$ cat config.mk
export PLATFORM = sky130hd
export DESIGN_NAME = casc_updown_counter
export DESIGN_NICKNAME = d
export VERILOG_FILES = /design/src/rtl/cnt_pkg.sv /design/src/rtl/tgl_enable_chain.sv /design/src/rtl/tgl_counter_stage.sv /design/src/rtl/casc_updown_counter.sv
export SDC_FILE = /design/constraint.sdc
export NUM_CORES = 1
export LEC_CHECK = 0
export BUFFER_PORTS_ARGS = -buffer_cell sky130_fd_sc_hd__clkbuf_2
export CAP_MARGIN = 20
export CORE_AREA = 3 3 40 42
export CTS_CLUSTER_SIZE = 24
export DETAILED_ROUTE_END_ITERATION = 16
export DIE_AREA = 0 0 43 45
export PLACE_DENSITY = 0.55
export SLEW_MARGIN = 0
export SYNTH_ARGS = -nofsm -noshare
export SYNTH_HDL_FRONTEND = slang
export SYNTH_HIERARCHICAL = 1
export SYNTH_SLANG_ARGS = --single-unit
$ cat constraint.sdc
create_clock -name clk -period 1.6 [get_ports clk]
set_input_delay 0 -clock clk [delete_from_list [all_inputs] [get_ports clk]]
set_output_delay 0 -clock clk [all_outputs]
set_load 0.05 [all_outputs]
$ cat src/rtl/cnt_pkg.sv
package cnt_pkg;
    typedef enum logic {
        DIR_DOWN = 1'b0,
        DIR_UP   = 1'b1
    } cnt_dir_e;
endpackage

$ cat src/rtl/tgl_enable_chain.sv
module tgl_enable_chain
    import cnt_pkg::*;
#(
    parameter int W = 4
) (
    input  logic [W-1:0] q,
    input  logic         en,
    input  cnt_dir_e     dir,
    output logic [W-1:0] tgl,
    output logic         term
);
    // e[k] is the enable arriving at bit k; one 2-input AND per stage
    logic [W:0] e;
    assign e[0] = en;

    for (genvar k = 0; k < W; k++) begin : g_link
        logic at_term;
        assign at_term  = (dir == DIR_UP) ? q[k] : ~q[k];
        assign e[k+1]   = e[k] & at_term;
        assign tgl[k]   = e[k];
    end

    assign term = e[W];
endmodule

$ cat src/rtl/tgl_counter_stage.sv
module tgl_counter_stage
    import cnt_pkg::*;
#(
    parameter int W = 4
) (
    input  logic         clk,
    input  logic         rst,
    input  logic         en,
    input  cnt_dir_e     dir,
    output logic [W-1:0] q,
    output logic         tc
);
    localparam logic [W-1:0] STEP = W'(1);

    logic [W-1:0] tgl;

    tgl_enable_chain #(.W(W)) u_chain (
        .q    (q),
        .en   (en),
        .dir  (dir),
        .tgl  (tgl),
        .term (tc)
    );

    for (genvar k = 0; k < W; k++) begin : g_bit
        always_ff @(posedge clk) begin
            if (rst) begin
                q[k] <= 1'b0;
            end else if (tgl[k]) begin
                q[k] <= ~q[k];
            end
        end
    end


    hold_chk: assert property (@(posedge clk) disable iff (rst)
        !en |=> $stable(q));


    up_step_chk: assert property (@(posedge clk) disable iff (rst)
        (en && dir == DIR_UP) |=> q == $past(q) + STEP);


    down_step_chk: assert property (@(posedge clk) disable iff (rst)
        (en && dir == DIR_DOWN) |=> q == $past(q) - STEP);


    bit0_flip_chk: assert property (@(posedge clk) disable iff (rst)
        en |=> q[0] != $past(q[0]));


    tc_gated_chk: assert property (@(posedge clk) disable iff (rst)
        tc |-> en);


    tc_down_chk: assert property (@(posedge clk) disable iff (rst)
        (tc && dir == DIR_DOWN) |=> q == '1);
endmodule

$ cat src/rtl/casc_updown_counter.sv
module casc_updown_counter
    import cnt_pkg::*;
#(
    parameter int LO_W = 4,
    parameter int HI_W = 4
) (
    input  logic                 clk,
    input  logic                 rst,
    input  logic                 cnt_en,
    input  logic                 cnt_up,
    output logic [LO_W+HI_W-1:0] count,
    output logic                 casc_out
);
    cnt_dir_e         dir;
    logic [LO_W-1:0]  lo_q;
    logic [HI_W-1:0]  hi_q;
    logic             lo_tc;

    assign dir = cnt_dir_e'(cnt_up);

    tgl_counter_stage #(.W(LO_W)) u_lo (
        .clk (clk),
        .rst (rst),
        .en  (cnt_en),
        .dir (dir),
        .q   (lo_q),
        .tc  (lo_tc)
    );

    // low stage terminal count feeds the high stage enable, same clock
    tgl_counter_stage #(.W(HI_W)) u_hi (
        .clk (clk),
        .rst (rst),
        .en  (lo_tc),
        .dir (dir),
        .q   (hi_q),
        .tc  (casc_out)
    );

    assign count = {hi_q, lo_q};

    logic was_rst;
    always_ff @(posedge clk) begin
        was_rst <= rst;
    end


    reset_clear_chk: assert property (@(posedge clk) disable iff (rst)
        was_rst |-> count == '0);


    hi_idle_chk: assert property (@(posedge clk) disable iff (rst)
        !lo_tc |=> $stable(hi_q));


    hi_step_chk: assert property (@(posedge clk) disable iff (rst)
        lo_tc |=> hi_q != $past(hi_q));


    casc_up_chk: assert property (@(posedge clk) disable iff (rst)
        (casc_out && cnt_up) |-> count == '1);
endmodule

==> results of run 1 <==
==> critical path, cell delays in order, from the launching register on <==
cell and delay, ns:
dfxtp_2 0.32, or4_4 0.53, o22ai_4 0.15, nand2_2 0.08, o22ai_4 0.16, buf_8 0.16
==> state kept, by name, indices dropped and copies added, names as in the netlist <==
| signal | flops |
|---|---|
| u_lo/q | 4 |
| u_hi/q | 4 |
==> per-layer routing <==
metal	global-route usage [%]	wire length, um
met2	20.7	454
met1	13.8	461
met5	0	0
met4	9.04	27
met3	3.19	70
==> metrics by stage <==
| stage | setup TNS, ns | utilization [%] | cells | hold slack, ns |
|---|---|---|---|---|
| 2_1_floorplan | 0 | - | 48 | 0.0627 |
| 3_3_place_gp | 0 | 43.8 | 77 | 0.288 |
| 3_5_place_dp | -0.0477 | 43.8 | 77 | 0.296 |
| 4_1_cts | -0.271 | 48.6 | 84 | 0.0164 |
| 5_1_grt | -0.323 | 48.7 | 84 | 0.0464 |
| 6_report | -0.122 | 48.7 | 84 | 0.0173 |
==> worst max path at each step <==
stage,to,cells past startpoint
after floorplan,u_hi/q[2],5
after global placement,casc_out,5
after detailed placement,u_hi/q[2],5
after CTS,casc_out,5
after global routing,casc_out,5
final,casc_out,5
==> cell usage after synthesis <==
master and n:
dfxtp_1 8, a21boi_2 2, buf_4 2, nand2_1 2
nand2b_1 2, nand4_1 2, or4_4 2, xnor2_1 10
or3_1 2, nand3_1 2, o22ai_2 2, a21boi_1 2
nor2_1 8, and2_1 2
==> cell families after synthesis <==
kind of cell	count (synthesis)
flops	8
compound gates	6
xor+xnor	10
simple gates	22
buf+inv	2
==> cell usage in the layout, fill, tap and decap left out <==
| cell | Yosys | final |
|---|---|---|
| a21boi_1 | 2 | 1 |
| a21boi_2 | 2 | 3 |
| and2_1 | 2 | 2 |
| buf_4 | 2 | 7 |
| buf_8 | 0 | 1 |
| clkbuf_1 | 0 | 1 |
| clkbuf_2 | 0 | 11 |
| clkbuf_4 | 0 | 3 |
| dfxtp_1 | 8 | 5 |
| dfxtp_2 | 0 | 2 |
| dfxtp_4 | 0 | 1 |
| nand2_1 | 2 | 1 |
| nand2_2 | 0 | 1 |
| nand2b_1 | 2 | 2 |
| nand3_1 | 2 | 2 |
| nand4_1 | 2 | 2 |
| nor2_1 | 8 | 8 |
| o22ai_4 | 0 | 2 |
| or3_1 | 2 | 2 |
| or4_4 | 2 | 2 |
| xnor2_1 | 10 | 10 |
==> report_power, final <==
part	total [mW]	internal, mW	switching (mW)	leakage [nW]
clock network	0.168	0.0957	0.0728	0.0150
logic	0.253	0.102	0.151	0.158
registers	0.240	0.221	0.0186	0.0669
==> layout make-up <==
cell class | instances | area share [%]
Tap cell | 15 | 3.00
Clock buffer | 4 | 4.20
Multi-Input combinational cell | 38 | 46.6
Timing Repair Buffer | 19 | 19.6
Sequential cell | 8 | 26.6
==> what timing repair did <==
item,CTS,global route
resized for setup,3,1
setup endpoints to repair,2,4
pin swaps,4,2
buffers inserted,3,0
==> metrics, run 1 <==
global-route wire length before repair=1730 um; Clk Latency, worst-skew pair=0.26 ns; Synth Instances=48; Hold Crit Depth=2; register area share after synthesis=36.0%; FF+latch count, synth=8; violated checks=negative setup slack; critical path data arrival time=1.67 ns; Fill cells=133; Synth Area in Simple Gates=27.0%; Worst Setup End Kind=output port; max-cap violations=0; chip width=43 um; multi-input logic area=292 um2; worst slew pin tran=0.277 ns; mux share of post-synthesis cell area=0%; Detailed Route Iter0 Violations=10; Critical Path Fanout Max=3; Final Cycle Share=104%; Clock Tree Buf Depth=2; Setup Viol. Count Final=3; largest family of logic cells by synthesized area=simple AND/OR/NAND/NOR gates; top-area cell type share of the netlist area=36.0%; Syn Area/Cell=9.28 um2; Critical Path RT=1.60 ns; Layout Skew=0.00565 ns; PwrDens=1060 nW/um2; initial antenna violation count=0; clock-pin slew on the worst setup and hold paths=0.06 ns; syn_nets=52; adder-cell area share of the yosys netlist=0%; maximum VDD drop=0.432 mV; Hold Path Class=input pin to flop; number of nets with antenna violations after routing=0; GPL Wtd Cong=0.683; H-tree Lvls=1; Pins Over Slew Limit=0; FF-to-FF setup slack=-0.04 ns; final design area excluding fillers=626 um2; crit path launch=u_lo/q[1]; GRT Resource Usage Total=12.4%; cell area after placement=563 um2; antenna diode count=0; startpoint types=flop; WL/cell=12.1 um; share of cells above drive strength 1=47.8%; vias in the first global route=383; clock period minus final worst setup slack=1.67 ns; kind of critical path=flop to output port; fin nets=74; Synth Area in XOR/XNOR=19.7%; setup ws final=-0.0691 ns; Root Driver=clkbuf_4; Synth Area in Compound Gates=14.0%; Syn Std Cell Area=445 um2; worst r2r path cells=6; CTS tree=built; Sequential Area=166 um2; CORE AREA=1280 um2; via/cell ratio=4.80; hold_buf cts=0; status=finished with violations; num ports=13; drt pass-1 iters=2; Area contributors post-synth=dfxtp_1, xnor2_1, nor2_1; Min-Delay Startpoint=rst; worst reg2reg path startpoint=u_lo/q[1]; IO buf count=12; pin count of the biggest net entering global routing=10; Lkg Pwr=0.240 nW; Max Freq=599 MHz; post-synthesis cell type count=14; clock net sink count=8; relative slew slack=81.6%; Residual DRC=0; Die Ht=45 um; Initial Util=34.7%; largest area contributor in the netlist=dfxtp_1; die area=1940 um2; setup slack after placement=-0.0444 ns; Tot Pwr=0.662 mW; TritonCTS Buffers=3; drt total wl=1010 um; # rows=13; worst r2r dst=u_hi/q[2]; RSZ-0062 raised after global routing=true; via count=403; grt total ovfl=0; Hold Crit Endpoint=u_lo/q[0]; Hold Violations, Final=0; Post-DP HPWL=767 um; Ys Warns=6; P&R area growth vs syn=40.4%
Power figures use the tool's default switching activity.
==> run 2, diff against run 1 <==
--- a/config.mk
+++ b/config.mk
@@ -7,11 +7,13 @@
 export LEC_CHECK = 0
 export BUFFER_PORTS_ARGS = -buffer_cell sky130_fd_sc_hd__clkbuf_2
 export CAP_MARGIN = 20
-export CORE_AREA = 3 3 40 42
+export CELL_PAD_IN_SITES_DETAIL_PLACEMENT = 0
+export CELL_PAD_IN_SITES_GLOBAL_PLACEMENT = 1
+export CORE_AREA = 3 3 42 44
 export CTS_CLUSTER_SIZE = 24
 export DETAILED_ROUTE_END_ITERATION = 16
-export DIE_AREA = 0 0 43 45
-export PLACE_DENSITY = 0.55
+export DIE_AREA = 0 0 45 47
+export PLACE_DENSITY = 0.64
 export SLEW_MARGIN = 0
 export SYNTH_ARGS = -nofsm -noshare
 export SYNTH_HDL_FRONTEND = slang
==> run 2 against run 1 <==
  * The flow still finishes with violations (negative setup slack)
  * Design area decreased by 1.0%
  * Clock power is 3% lower
  * Cell count did not move
  * Core utilization shrank 6.6 points
  * Total power decreased by 2.1%
  * Wire length decreased by 13%
  * Worst setup slack improved by 0.019 ns
  * Sequential share of layout area grew 0.27 points
  * Largest power group unchanged
==> metrics, run 2 (same netlist as run 1, synthesis figures left out) <==
Post-DP HPWL=700 um (-8.7%); violated checks=negative setup slack; CTS tree=built; metal2 WL=387 um (-15%); antenna diode count=0 (unchanged); H-tree Lvls=1 (unchanged); top layer in use=met4; share of cells above drive strength 1=47.1% (-0.77 points); Worst Setup End Kind=output port; relative slew slack=81.5% (-0.12 points); # rows=14 (+1); crit path launch=u_lo/q[1]; Hold Path Class=input pin to flop; met3 wire len=76 um (+8.6%); PwrDens=1050 nW/um2 (-1.1%); CORE AREA=1470 um2 (+15%); drt total wl=881 um (-13%); TritonCTS Buffers=3 (unchanged); Hold Violations, Final=0 (unchanged); worst slew pin tran=0.279 ns (+0.00185 ns); hold_buf cts=0 (unchanged); chip width=45 um (+4.7%); setup ws final=-0.0503 ns (+0.0188 ns); met1 WL=413 um (-10%); Setup Viol. Count Final=1 (-2); Lkg Pwr=0.235 nW (-2.2%); Max Freq=606 MHz (+1.1%); startpoint types=flop; max-cap violations=0 (unchanged); clock-pin slew on the worst setup and hold paths=0.06 ns (about the same); clock net sink count=8 (unchanged); fin nets=73 (-1.4%); Residual DRC=0 (unchanged); kind of critical path=flop to output port; Layout Utilization=42.1% (-6.6 points); worst r2r dst=u_hi/q[2]; die area=2120 um2 (+9.3%); Layout Skew=0.00819 ns (+0.00253 ns); Clock Tree Buf Depth=2 (unchanged); Critical Path RT=1.60 ns (about the same); Regs by FF count=u_hi/q (4), u_lo/q (4); initial antenna violation count=0 (unchanged); Die Ht=47 um (+4.4%); pin count of the biggest net entering global routing=10 (unchanged); critical path data arrival time=1.65 ns (-0.02 ns); Worst Setup EP=casc_out; global-route wire length before repair=1460 um (-15%); IO buf count=12 (unchanged); Min-Delay Startpoint=rst; FF-to-FF setup slack=0 ns (+0.04 ns); worst r2r path cells=6 (unchanged); Final Cycle Share=103% (-1.2 points); Initial Util=30.3% (-4.4 points); num ports=13 (unchanged); drt pass-1 iters=4 (+2); clock period minus final worst setup slack=1.65 ns (-0.0188 ns); setup slack after placement=-0.00303 ns (+0.0413 ns); Critical Path Fanout Max=3 (unchanged); Pins Over Slew Limit=0 (unchanged); WL/cell=10.5 um (-13%); GPL Wtd Cong=0.702 (+2.8%); GRT Resource Usage Total=9.83% (-2.6 points); grt total ovfl=0 (unchanged); Root Driver=clkbuf_4; most common cell after layout, fill and taps aside=clkbuf_2; Detailed Route Iter0 Violations=1 (-9); Clk Latency, worst-skew pair=0.25 ns (about the same); commonest cells after routing, fill and taps aside=clkbuf_2, xnor2_1, nor2_1, buf_4, dfxtp_1; number of nets with antenna violations after routing=0 (unchanged); vias in the first global route=348 (-9.1%); worst reg2reg path startpoint=u_lo/q[1]; via count=394 (-2.2%); P&R area growth vs syn=39.0%; RSZ-0062 raised after global routing=true; status=finished with violations; via/cell ratio=4.69 (-2.2%); maximum VDD drop=0.584 mV (+35%)
[run 2: cell types whose count changed in the layout (fill, tap and decap cells not counted), sizes merged]
cell | previous run | this run
buf | 8 | 7
[run 2: layout make-up]
type	count	area [um2]
flip-flops and latches	8	166
fillers	169	852
multi-input cells	38	292
well taps	16	20.0
clock buffers	4	26.3
repair buffers	18	115
[run 2: worst min path at each step]
| stage | end | slack, ns | cells after the start |
|---|---|---|---|
| 2_1_floorplan | u_lo/q[0] | 0.06 | 1 |
| 3_3_place_gp | u_lo/q[0] | 0.29 | 2 |
| 3_5_place_dp | u_lo/q[0] | 0.29 | 2 |
| 4_1_cts | u_lo/q[0] | 0.01 | 2 |
| 5_1_grt | u_lo/q[0] | 0.03 | 2 |
| 6_report | u_lo/q[0] | 0.02 | 2 |
[run 2: stage by stage]
stage | instance area, um2 | setup TNS (ns) | hold WS (ns) | total power [mW] | std cells
after CTS | 618 | -0.210 | 0.0145 | 0.661 | 84
after global routing | 619 | -0.332 | 0.0290 | 0.689 | 84
final | 619 | -0.0503 | 0.0184 | 0.648 | 84
after detailed placement | 564 | -0.00303 | 0.289 | 0.477 | 78
after floorplan | 469 | 0 | 0.0627 | 0.423 | 48
after global placement | 564 | 0 | 0.295 | 0.477 | 78
[run 2: worst max-delay path, stage by stage, from the launching register on]
cell and delay (ns):
dfxtp_2 0.32, or4_4 0.53, o22ai_4 0.15, nand2_2 0.09, o22ai_4 0.16, buf_8 0.16
[run 2: power breakdown]
part	internal [mW]	total [mW]	leakage, nW	switching (mW)
registers	0.221	0.239	0.0669	0.0181
clock network	0.0953	0.163	0.0150	0.0680
logic	0.0982	0.245	0.153	0.147
[run 2: timing repair]
action                                  4_1_cts  5_1_grt
buffers inserted                              2        0
resized for setup                             3        1
gates cloned                                  0        0
endpoints found under the setup margin        2        4
pin swaps                                     4        2
[run 2: routing by layer]
layer  vias to the layer above  track usage, %
met1                       175            13.1
li1                        205               -
met2                        12            13.6
met4                         0            7.02
met3                         2            2.68
met5                         -               0
